`config.mk`:
```
export PLATFORM = sky130hd
export DESIGN_NAME = dreq_pacer
export DESIGN_NICKNAME = d
export VERILOG_FILES = /design/src/rtl/dreq_pkg.sv /design/src/rtl/dreq_sync.sv /design/src/rtl/dreq_start_gate.sv /design/src/rtl/dreq_burst_meter.sv /design/src/rtl/dreq_pacer.sv
export SDC_FILE = /design/constraint.sdc
export NUM_CORES = 1
export LEC_CHECK = 0
export ABC_CLOCK_PERIOD_IN_PS = 2900
export BUFFER_PORTS_ARGS = -buffer_cell sky130_fd_sc_hd__buf_2
export CAP_MARGIN = 25
export CORE_ASPECT_RATIO = 0.8
export CORE_MARGIN = 3
export CORE_UTILIZATION = 30
export CTS_CLUSTER_DIAMETER = 50
export DETAILED_ROUTE_END_ITERATION = 8
export GPL_TIMING_DRIVEN = 0
export REMOVE_ABC_BUFFERS = 1
export SLEW_MARGIN = 15
export SYNTH_ARGS = -nofsm -noshare
export SYNTH_HDL_FRONTEND = slang
export SYNTH_SLANG_ARGS = --single-unit
```
`constraint.sdc`:
```
create_clock -name clk_i -period 2.9 [get_ports clk_i]
set_input_delay 0.725 -clock clk_i [delete_from_list [all_inputs] [get_ports clk_i]]
set_output_delay 0.725 -clock clk_i [all_outputs]
set_load 0.01 [all_outputs]
```
`src/rtl/dreq_pkg.sv`:
```
package dreq_pkg;
  typedef enum logic [1:0] {
    ST_IDLE     = 2'd0,
    ST_WAIT_PIN = 2'd1,
    ST_ACTIVE   = 2'd2
  } start_st_e;
endpackage

```
`src/rtl/dreq_sync.sv`:
```
module dreq_sync #(
  parameter int          WIDTH   = 1,
  parameter int          STAGES  = 2,
  parameter logic        RST_VAL = 1'b0
) (
  input  logic             clk_i,
  input  logic             rst_ni,
  input  logic [WIDTH-1:0] d_i,
  output logic [WIDTH-1:0] q_o
);
  logic [WIDTH-1:0] stage_q [STAGES];

  for (genvar s = 0; s < STAGES; s++) begin : g_stage
    always_ff @(posedge clk_i or negedge rst_ni) begin
      if (!rst_ni) stage_q[s] <= {WIDTH{RST_VAL}};
      else if (s == 0) stage_q[s] <= d_i;
      else stage_q[s] <= stage_q[(s > 0) ? s-1 : 0];
    end
  end

  assign q_o = stage_q[STAGES-1];
endmodule

```
`src/rtl/dreq_start_gate.sv`:
```
module dreq_start_gate
  import dreq_pkg::*;
(
  input  logic clk_i,
  input  logic rst_ni,
  input  logic start_bit_i,
  input  logic ext_start_en_i,
  input  logic pin_sync_i,
  output logic active_o
);
  start_st_e st_q, st_d;

  always_comb begin
    st_d = st_q;
    unique case (st_q)
      ST_IDLE: if (start_bit_i) st_d = ext_start_en_i ? ST_WAIT_PIN : ST_ACTIVE;
      ST_WAIT_PIN: begin
        if (!start_bit_i) st_d = ST_IDLE;
        else if (pin_sync_i || !ext_start_en_i) st_d = ST_ACTIVE;
      end
      ST_ACTIVE: if (!start_bit_i) st_d = ST_IDLE;
      default: st_d = ST_IDLE;
    endcase
  end

  always_ff @(posedge clk_i or negedge rst_ni) begin
    if (!rst_ni) st_q <= ST_IDLE;
    else st_q <= st_d;
  end

  assign active_o = (st_q == ST_ACTIVE);
endmodule

```
`src/rtl/dreq_burst_meter.sv`:
```
module dreq_burst_meter #(
  parameter int MAX_LOG2 = 10,
  parameter int UNIT_W   = 6,
  parameter int CODE_W   = $clog2(MAX_LOG2 + 1)
) (
  input  logic              clk_i,
  input  logic              rst_ni,
  input  logic              active_i,
  input  logic              pause_en_i,
  input  logic [CODE_W-1:0] code_i,
  input  logic              grant_i,
  input  logic              moved_i,
  input  logic [UNIT_W-1:0] bytes_i,
  output logic              burst_on_o
);
  localparam int CNT_W = MAX_LOG2 + 1;

  logic [CODE_W-1:0] code_eff;
  logic [CNT_W-1:0]  limit;
  logic [CNT_W-1:0]  cnt_q;
  logic [CNT_W:0]    sum;
  logic              burst_q;

  // codes beyond the maximum clamp to the largest burst
  assign code_eff = (code_i > CODE_W'(MAX_LOG2)) ? CODE_W'(MAX_LOG2) : code_i;
  assign limit    = CNT_W'(1) << code_eff;
  assign sum      = {1'b0, cnt_q} + (CNT_W+1)'(bytes_i);

  always_ff @(posedge clk_i or negedge rst_ni) begin
    if (!rst_ni) begin
      burst_q <= 1'b0;
      cnt_q   <= '0;
    end else if (!active_i || !pause_en_i) begin
      burst_q <= 1'b0;
      cnt_q   <= '0;
    end else if (!burst_q) begin
      if (grant_i) begin
        burst_q <= 1'b1;
        cnt_q   <= '0;
      end
    end else if (moved_i) begin
      // last unit may overshoot; it completes and the burst closes
      if (sum >= {1'b0, limit}) begin
        cnt_q   <= limit;
        burst_q <= 1'b0;
      end else begin
        cnt_q   <= sum[CNT_W-1:0];
      end
    end
  end

  assign burst_on_o = burst_q;
endmodule

```
`src/rtl/dreq_pacer.sv`:
```
module dreq_pacer #(
  parameter int MAX_LOG2 = 10,
  parameter int UNIT_W   = 6,
  parameter int CODE_W   = $clog2(MAX_LOG2 + 1)
) (
  input  logic              clk_i,
  input  logic              rst_ni,
  input  logic              start_bit_i,
  input  logic              ext_start_en_i,
  input  logic              ext_pause_en_i,
  input  logic [CODE_W-1:0] req_code_i,
  input  logic              start_pin_i,
  input  logic              dreq_ni,
  input  logic              moved_i,
  input  logic [UNIT_W-1:0] moved_bytes_i,
  output logic              run_o,
  output logic              paused_o
);
  logic pin_sync;
  logic dreq_sync_n;
  logic dreq_prev_q;
  logic dreq_fall;
  logic active;
  logic burst_on;

  dreq_sync #(.WIDTH(1), .STAGES(2), .RST_VAL(1'b0)) u_pin_sync (
    .clk_i (clk_i),
    .rst_ni(rst_ni),
    .d_i   (start_pin_i),
    .q_o   (pin_sync)
  );

  dreq_sync #(.WIDTH(1), .STAGES(2), .RST_VAL(1'b1)) u_dreq_sync (
    .clk_i (clk_i),
    .rst_ni(rst_ni),
    .d_i   (dreq_ni),
    .q_o   (dreq_sync_n)
  );

  always_ff @(posedge clk_i or negedge rst_ni) begin
    if (!rst_ni) dreq_prev_q <= 1'b1;
    else dreq_prev_q <= dreq_sync_n;
  end

  assign dreq_fall = dreq_prev_q & ~dreq_sync_n;

  dreq_start_gate u_gate (
    .clk_i         (clk_i),
    .rst_ni        (rst_ni),
    .start_bit_i   (start_bit_i),
    .ext_start_en_i(ext_start_en_i),
    .pin_sync_i    (pin_sync),
    .active_o      (active)
  );

  dreq_burst_meter #(.MAX_LOG2(MAX_LOG2), .UNIT_W(UNIT_W), .CODE_W(CODE_W)) u_meter (
    .clk_i     (clk_i),
    .rst_ni    (rst_ni),
    .active_i  (active),
    .pause_en_i(ext_pause_en_i),
    .code_i    (req_code_i),
    .grant_i   (dreq_fall),
    .moved_i   (moved_i),
    .bytes_i   (moved_bytes_i),
    .burst_on_o(burst_on)
  );

  assign run_o    = active & (~ext_pause_en_i | burst_on);
  assign paused_o = active & ext_pause_en_i & ~burst_on;
endmodule

```
# --- After elaboration in Yosys (flattened, before gate mapping) ---
# Cells that the tools add are included.
totals:
  reg_bits: 19
  input_bits: 18
  out_inout_bits: 2
  elab_cells: 52
op_classes:
  n_addsub: 1
  magnitude_cmp: 2
  eq_ne: 6
  shift: 1
  muxes: 17
  bitwise_logic: 8
  reduce_logical: 9
ops:
  columns: ["operator", "count"]
  rows:
  - ["$mux 11", 5]
  - ["$add 11x6->12", 1]
  - ["$ge 12x11->1", 1]
  - ["$shl 1x4->11 const A", 1]
  - ["$mux 2", 5]
  - ["$pmux 2 s3", 1]
  - ["$mux 1", 5]
  - ["$and 1x1->1", 4]
  - ["$gt 4x4->1 const B", 1]
  - ["$mux 4", 1]
  - ["$ne 2x2->1 const B", 2]
  - ["$logic_not 1->1", 3]
  - ["$ne 3x2->1 const B", 1]
  - ["$ne 3x3->1 const B", 1]
  - ["$not 1->1", 3]
  - ["$reduce_and 3->1", 1]
  - ["$reduce_bool 3->1", 1]
  - ["$eq 2x1->1 const B", 1]
  - ["$eq 2x2->1 const B", 1]
  - ["$logic_not 2->1", 1]
  - ["$logic_or 1x1->1", 2]
  - ["$reduce_and 2->1", 1]
  - ["$or 1x1->1", 1]

# --- Depth between registers and ports, before layout ---
logic_depth:
  depth_word: 8
  ltp_mapped: 15

# --- Modules after synthesis ---
# From an unflattened synthesis, not the netlist that was laid out.
hier_totals:
  hier_cells: 170
  area_unflattened_um2: 1556.5
modules_own_cells:
  columns: ["mod", "n_inst", "cells_per_inst", "area_each_um2", "seq_area_each_um2"]
  rows:
  - ["dreq_burst_meter", 1, 153, 1310.0, 300.3]
  - ["dreq_start_gate", 1, 8, 93.8, 50.0]
  - ["dreq_sync (u_dreq_sync)", 1, 2, 52.6, 52.6]
  - ["dreq_pacer", 1, 5, 50.0, 26.3]
  - ["dreq_sync (u_pin_sync)", 1, 2, 50.0, 50.0]

# --- Least setup slack after synthesis ---
# Ideal clock, no wire load.
synth_timing:
  path_type: "input to register"
  start: "input moved_bytes_i[0]"
  end: "register u_meter.cnt_q[3]"
  arrival_ps: 3358
  required_time_ps: 2776
  slack_ps: -582
  cell_stages: 15
  n_path_buf: 1
  cell_sequence: "ha_1 -> inv_1 -> fa_1 -> nand2b_1 -> a21oi_1 -> o21ai_0 -> xnor2_1 -> ha_1 -> nand3_1 -> nor2_1 -> nand3_1 -> o221a_4 -> buf_6 -> and3_1 -> a211o_1"
synth_via:
  elab_chain_cells: 6
synth_lines:
  columns: ["element", "line", "source"]
  rows:
  - ["start, declared", "dreq_pacer.sv:15", "input logic [UNIT_W-1:0] moved_bytes_i,"]
  - ["$add 11x6->12 *", "dreq_burst_meter.sv:27", "assign sum = {1'b0, cnt_q} + (CNT_W+1)'(bytes_i);"]
  - ["$ge 12x11->1", "dreq_burst_meter.sv:43", "if (sum >= {1'b0, limit}) begin"]
  - ["$mux 11 *", "dreq_burst_meter.sv:43", null]
  - ["$mux 11 *", "dreq_burst_meter.sv:41", "end else if (moved_i) begin"]
  - ["$mux 11 *", "dreq_burst_meter.sv:36", "end else if (!burst_q) begin"]
  - ["$mux 11 *", "dreq_burst_meter.sv:33", "end else if (!active_i || !pause_en_i) begin"]
  - ["end signal, assigned", "dreq_burst_meter.sv:44", "cnt_q <= limit;"]
  - ["end signal, assigned", "dreq_burst_meter.sv:47", "cnt_q <= sum[CNT_W-1:0];"]
  - ["end, declared", "dreq_burst_meter.sv:20", "logic [CNT_W-1:0] cnt_q;"]
# Mark *: on every way between the ends. The rest lies on a longest branch, timed or not. The select of a mux whose other input is x is not followed.
# A chain may end at the register's enable or synchronous reset.

# --- Worst setup path in the final report ---
layout_timing:
  start: "input moved_bytes_i[0]"
  end: "register u_meter.cnt_q[10]"
# The elaborated chain is that of the path after synthesis.

==> run metrics <==
Design Area, Final=around 0.0019 sq mm; status=complete, but fails checks; largest net degree at the start of global routing=20; fin nets=233; Initial DRC Count=56; clock root buffer master=clkbuf_8; max-cap violations=0; hold crit path type=register to register; drc violations=0; area occupied by multi-input gates=0.001126 sq mm; vias in the first global route=1,360; share of cells above drive strength 1=33.16%; CTS Buf Count=3; Ys Warns=0; gpl congestion=around 0.85; # IOs=20; synthesized area=0.001525 sq mm; Final WS setup=-413.3 ps; routed vias=1,367; chip width=between 80 and 90 um; antenna violations before repair=0; FF+latch area=about 480 sq um; Static Leak=approximately 0.00086 uW; Yosys reg bits=19; critical path capture point type=register; final antenna-violating net count=0; skew final=5.181 ps; DRT Pass-1 Iters=4; via/cell ratio=5.340; post-layout min period=~3300 ps; Max Buffers Root-to-Sink=2; H-tree depth=1; violated checks=setup timing; Unique masters post-synth=47; Tightest Pin Transition=782.7 ps; Skew-Pair Late Insertion Delay=260 ps; Final Slew Violations=0; CTS Sinks=19; WS Path Type=primary input to register; Core Region=~0.0047 sq mm; row count=22; post-place instance area=0.001682 sq mm; PnR Total Power=605.2 uW; Worst-path clk slew=80 ps; Final Hold Fails=0; Slew headroom=47.59%; Layout area overhead=26.83%; Power Density=312.8 mW/mm^2; unrepaired setup endpoints after global routing=true; Wirelength per Cell=roughly 14 um; ys async rst share=100.0%; synthesized instance count=around 170; Setup crit start kind=primary input; TritonCTS clock tree=yes; die area=0.005981 sq mm; Filler Cell Count=between 400 and 500; Die H=69.78 um; final setup violation count=12; dpl cells=244; final wirelength=~3600 um; highest clock rate=between 300 and 400 MHz; WP data required=3060 ps; commonest register cell after synthesis=dfrtp_1; EDFF count, synth=0; Post-DP HPWL=2596 um; Final Non-Filler Cells=roughly 260; Syn Area/Cell=9.079 sq um; ant diodes=0; Critical Path Fanout Max=6; sequential area share after synthesis=31.42%; total gr overflow=0; Initial Utilization=32.21%; period utilisation layout=114.3%; IO Port Bufs=19; Total GRT Usage=12.52%; worst vdd ir=0.1500 mV; Crit path arrival time=around 3500 ps; global-route wire length before repair=between 6000 and 7000 um
-- cells by family after synthesis --
group | Yosys count | share of synthesized area, %
simple gates | 67 | 22.15
compound gates | 43 | 21.90
flops | 19 | 31.42
fa+ha+maj | 18 | 15.26
buf+inv | 11 | 3.446
xor+xnor | 9 | 5.168
mux | 1 | 0.6563
-- per-stage QoR --
step	setup WS, ps	util, %	hold WS [ps]	setup TNS (ps)
detailed placement	-1395	35.52	349.8	-13770
finish	-413.3	40.86	361.7	-3965
global placement	-1645	35.25	332.9	-16530
floorplan	-802.6	-	331.2	-7657
CTS	-421.5	40.54	363.9	-4011
global route	-541.8	40.86	369.0	-5418
-- cell type report --
class / count / share of cell area, %
Clock inverter: 1 / 0.2587
Inverter: 7 / 1.358
Tap cell: 60 / 3.881
Timing Repair Buffer: 27 / 9.379
Sequential cell: 19 / 24.77
Clock buffer: 3 / 2.135
Multi-Input combinational cell: 139 / 58.21
-- critical path, stage by stage --
cell and delay, ps:
buf_6 70, ha_4 120, inv_2 40, fa_2 350
nand2b_4 160, a21oi_4 190, o21ai_2 80, xnor2_1 130
ha_1 360, a21oi_2 140, o211ai_1 110, a21oi_2 240
o221a_4 270, or2b_1 230, a32o_1 240
-- layout by cell type (no fill, tap or decap), drive strengths merged, types with 4 or more instances in the layout --
cell	count
buf	27
nand2	25
ha	17
dfrtp	16
a21oi	10
xnor2	9
nand3	9
nor2	8
inv	7
o211ai	6
o21ai	6
nor2b	5
or3	4
a21o	4
-- repair_timing --
| item | in CTS | in global routing |
|---|---|---|
| setup endpoints to repair | 12 | 12 |
| hold buffers | 0 | 0 |
| buffers inserted | 7 | 0 |
| gates resized for setup | 24 | 4 |
| cloned | 1 | 0 |
| pin swaps | 16 | 7 |
-- state kept, by name (all words and copies together), names as in the netlist --
signal	cells
u_pin_sync.q_o	1
u_gate.st_q	2
u_meter.cnt_q	11
u_dreq_sync.stage_q	1
u_pin_sync.stage_q	1
u_meter.burst_on_o	1
u_dreq_sync.q_o	1
dreq_prev_q	1
-- per-layer routing --
metal | track usage (%) | vias up | wire length, um
met5 | 0 | - | 0
met4 | 3.691 | 0 | 49
met3 | 1.425 | 5 | 141
met2 | 20.09 | 31 | 1656
met1 | 17.57 | 654 | 1750
li1 | - | 677 | -
-- path summary, 6_finish.rpt --
kind	from	end	slack, ps	cells past startpoint
worst max-delay path	moved_bytes_i[0]	u_meter.cnt_q[10]	-410	15
worst min-delay path	u_pin_sync.stage_q[1]	u_pin_sync.q_o	360	0
worst max register to register	u_meter.cnt_q[0]	u_meter.cnt_q[10]	-320	14
worst min register to register	u_pin_sync.stage_q[1]	u_pin_sync.q_o	360	0
max in group asynchronous	rst_ni	u_dreq_sync.stage_q[1]	2180	1
min in group asynchronous	rst_ni	u_meter.cnt_q[2]	390	1
-- power breakdown --
part           switching, uW  internal (uW)  leakage, uW  total, uW
combinational           76.4           64.7     0.000590        141
clock                   92.7           95.7    0.0000255        188
sequential              3.04            273     0.000249        276
-- cells in the mapped netlist, drive strengths merged, types with 2 or more instances --
| cell type | n | area share (%) |
|---|---|---|
| a211oi | 2 | 0.98 |
| a21o | 4 | 2.1 |
| a21oi | 10 | 3.3 |
| a32o | 2 | 1.3 |
| and3 | 2 | 0.82 |
| buf | 2 | 1.2 |
| clkbuf | 2 | 0.49 |
| dfrtp | 16 | 26 |
| dfstp | 3 | 5.2 |
| ha | 17 | 14 |
| inv | 7 | 1.7 |
| nand2 | 25 | 6.3 |
| nand2b | 2 | 0.82 |
| nand3 | 9 | 3.0 |
| nand4 | 2 | 0.82 |
| nor2 | 8 | 2.0 |
| nor2b | 5 | 2.1 |
| nor3 | 2 | 0.66 |
| nor3b | 3 | 1.5 |
| o211ai | 6 | 3.9 |
| o21ai | 6 | 2.2 |
| o21bai | 2 | 0.98 |
| or2b | 2 | 0.98 |
| or3 | 4 | 1.6 |
| xnor2 | 9 | 5.2 |
No activity file was read; power rests on OpenSTA's default activity.
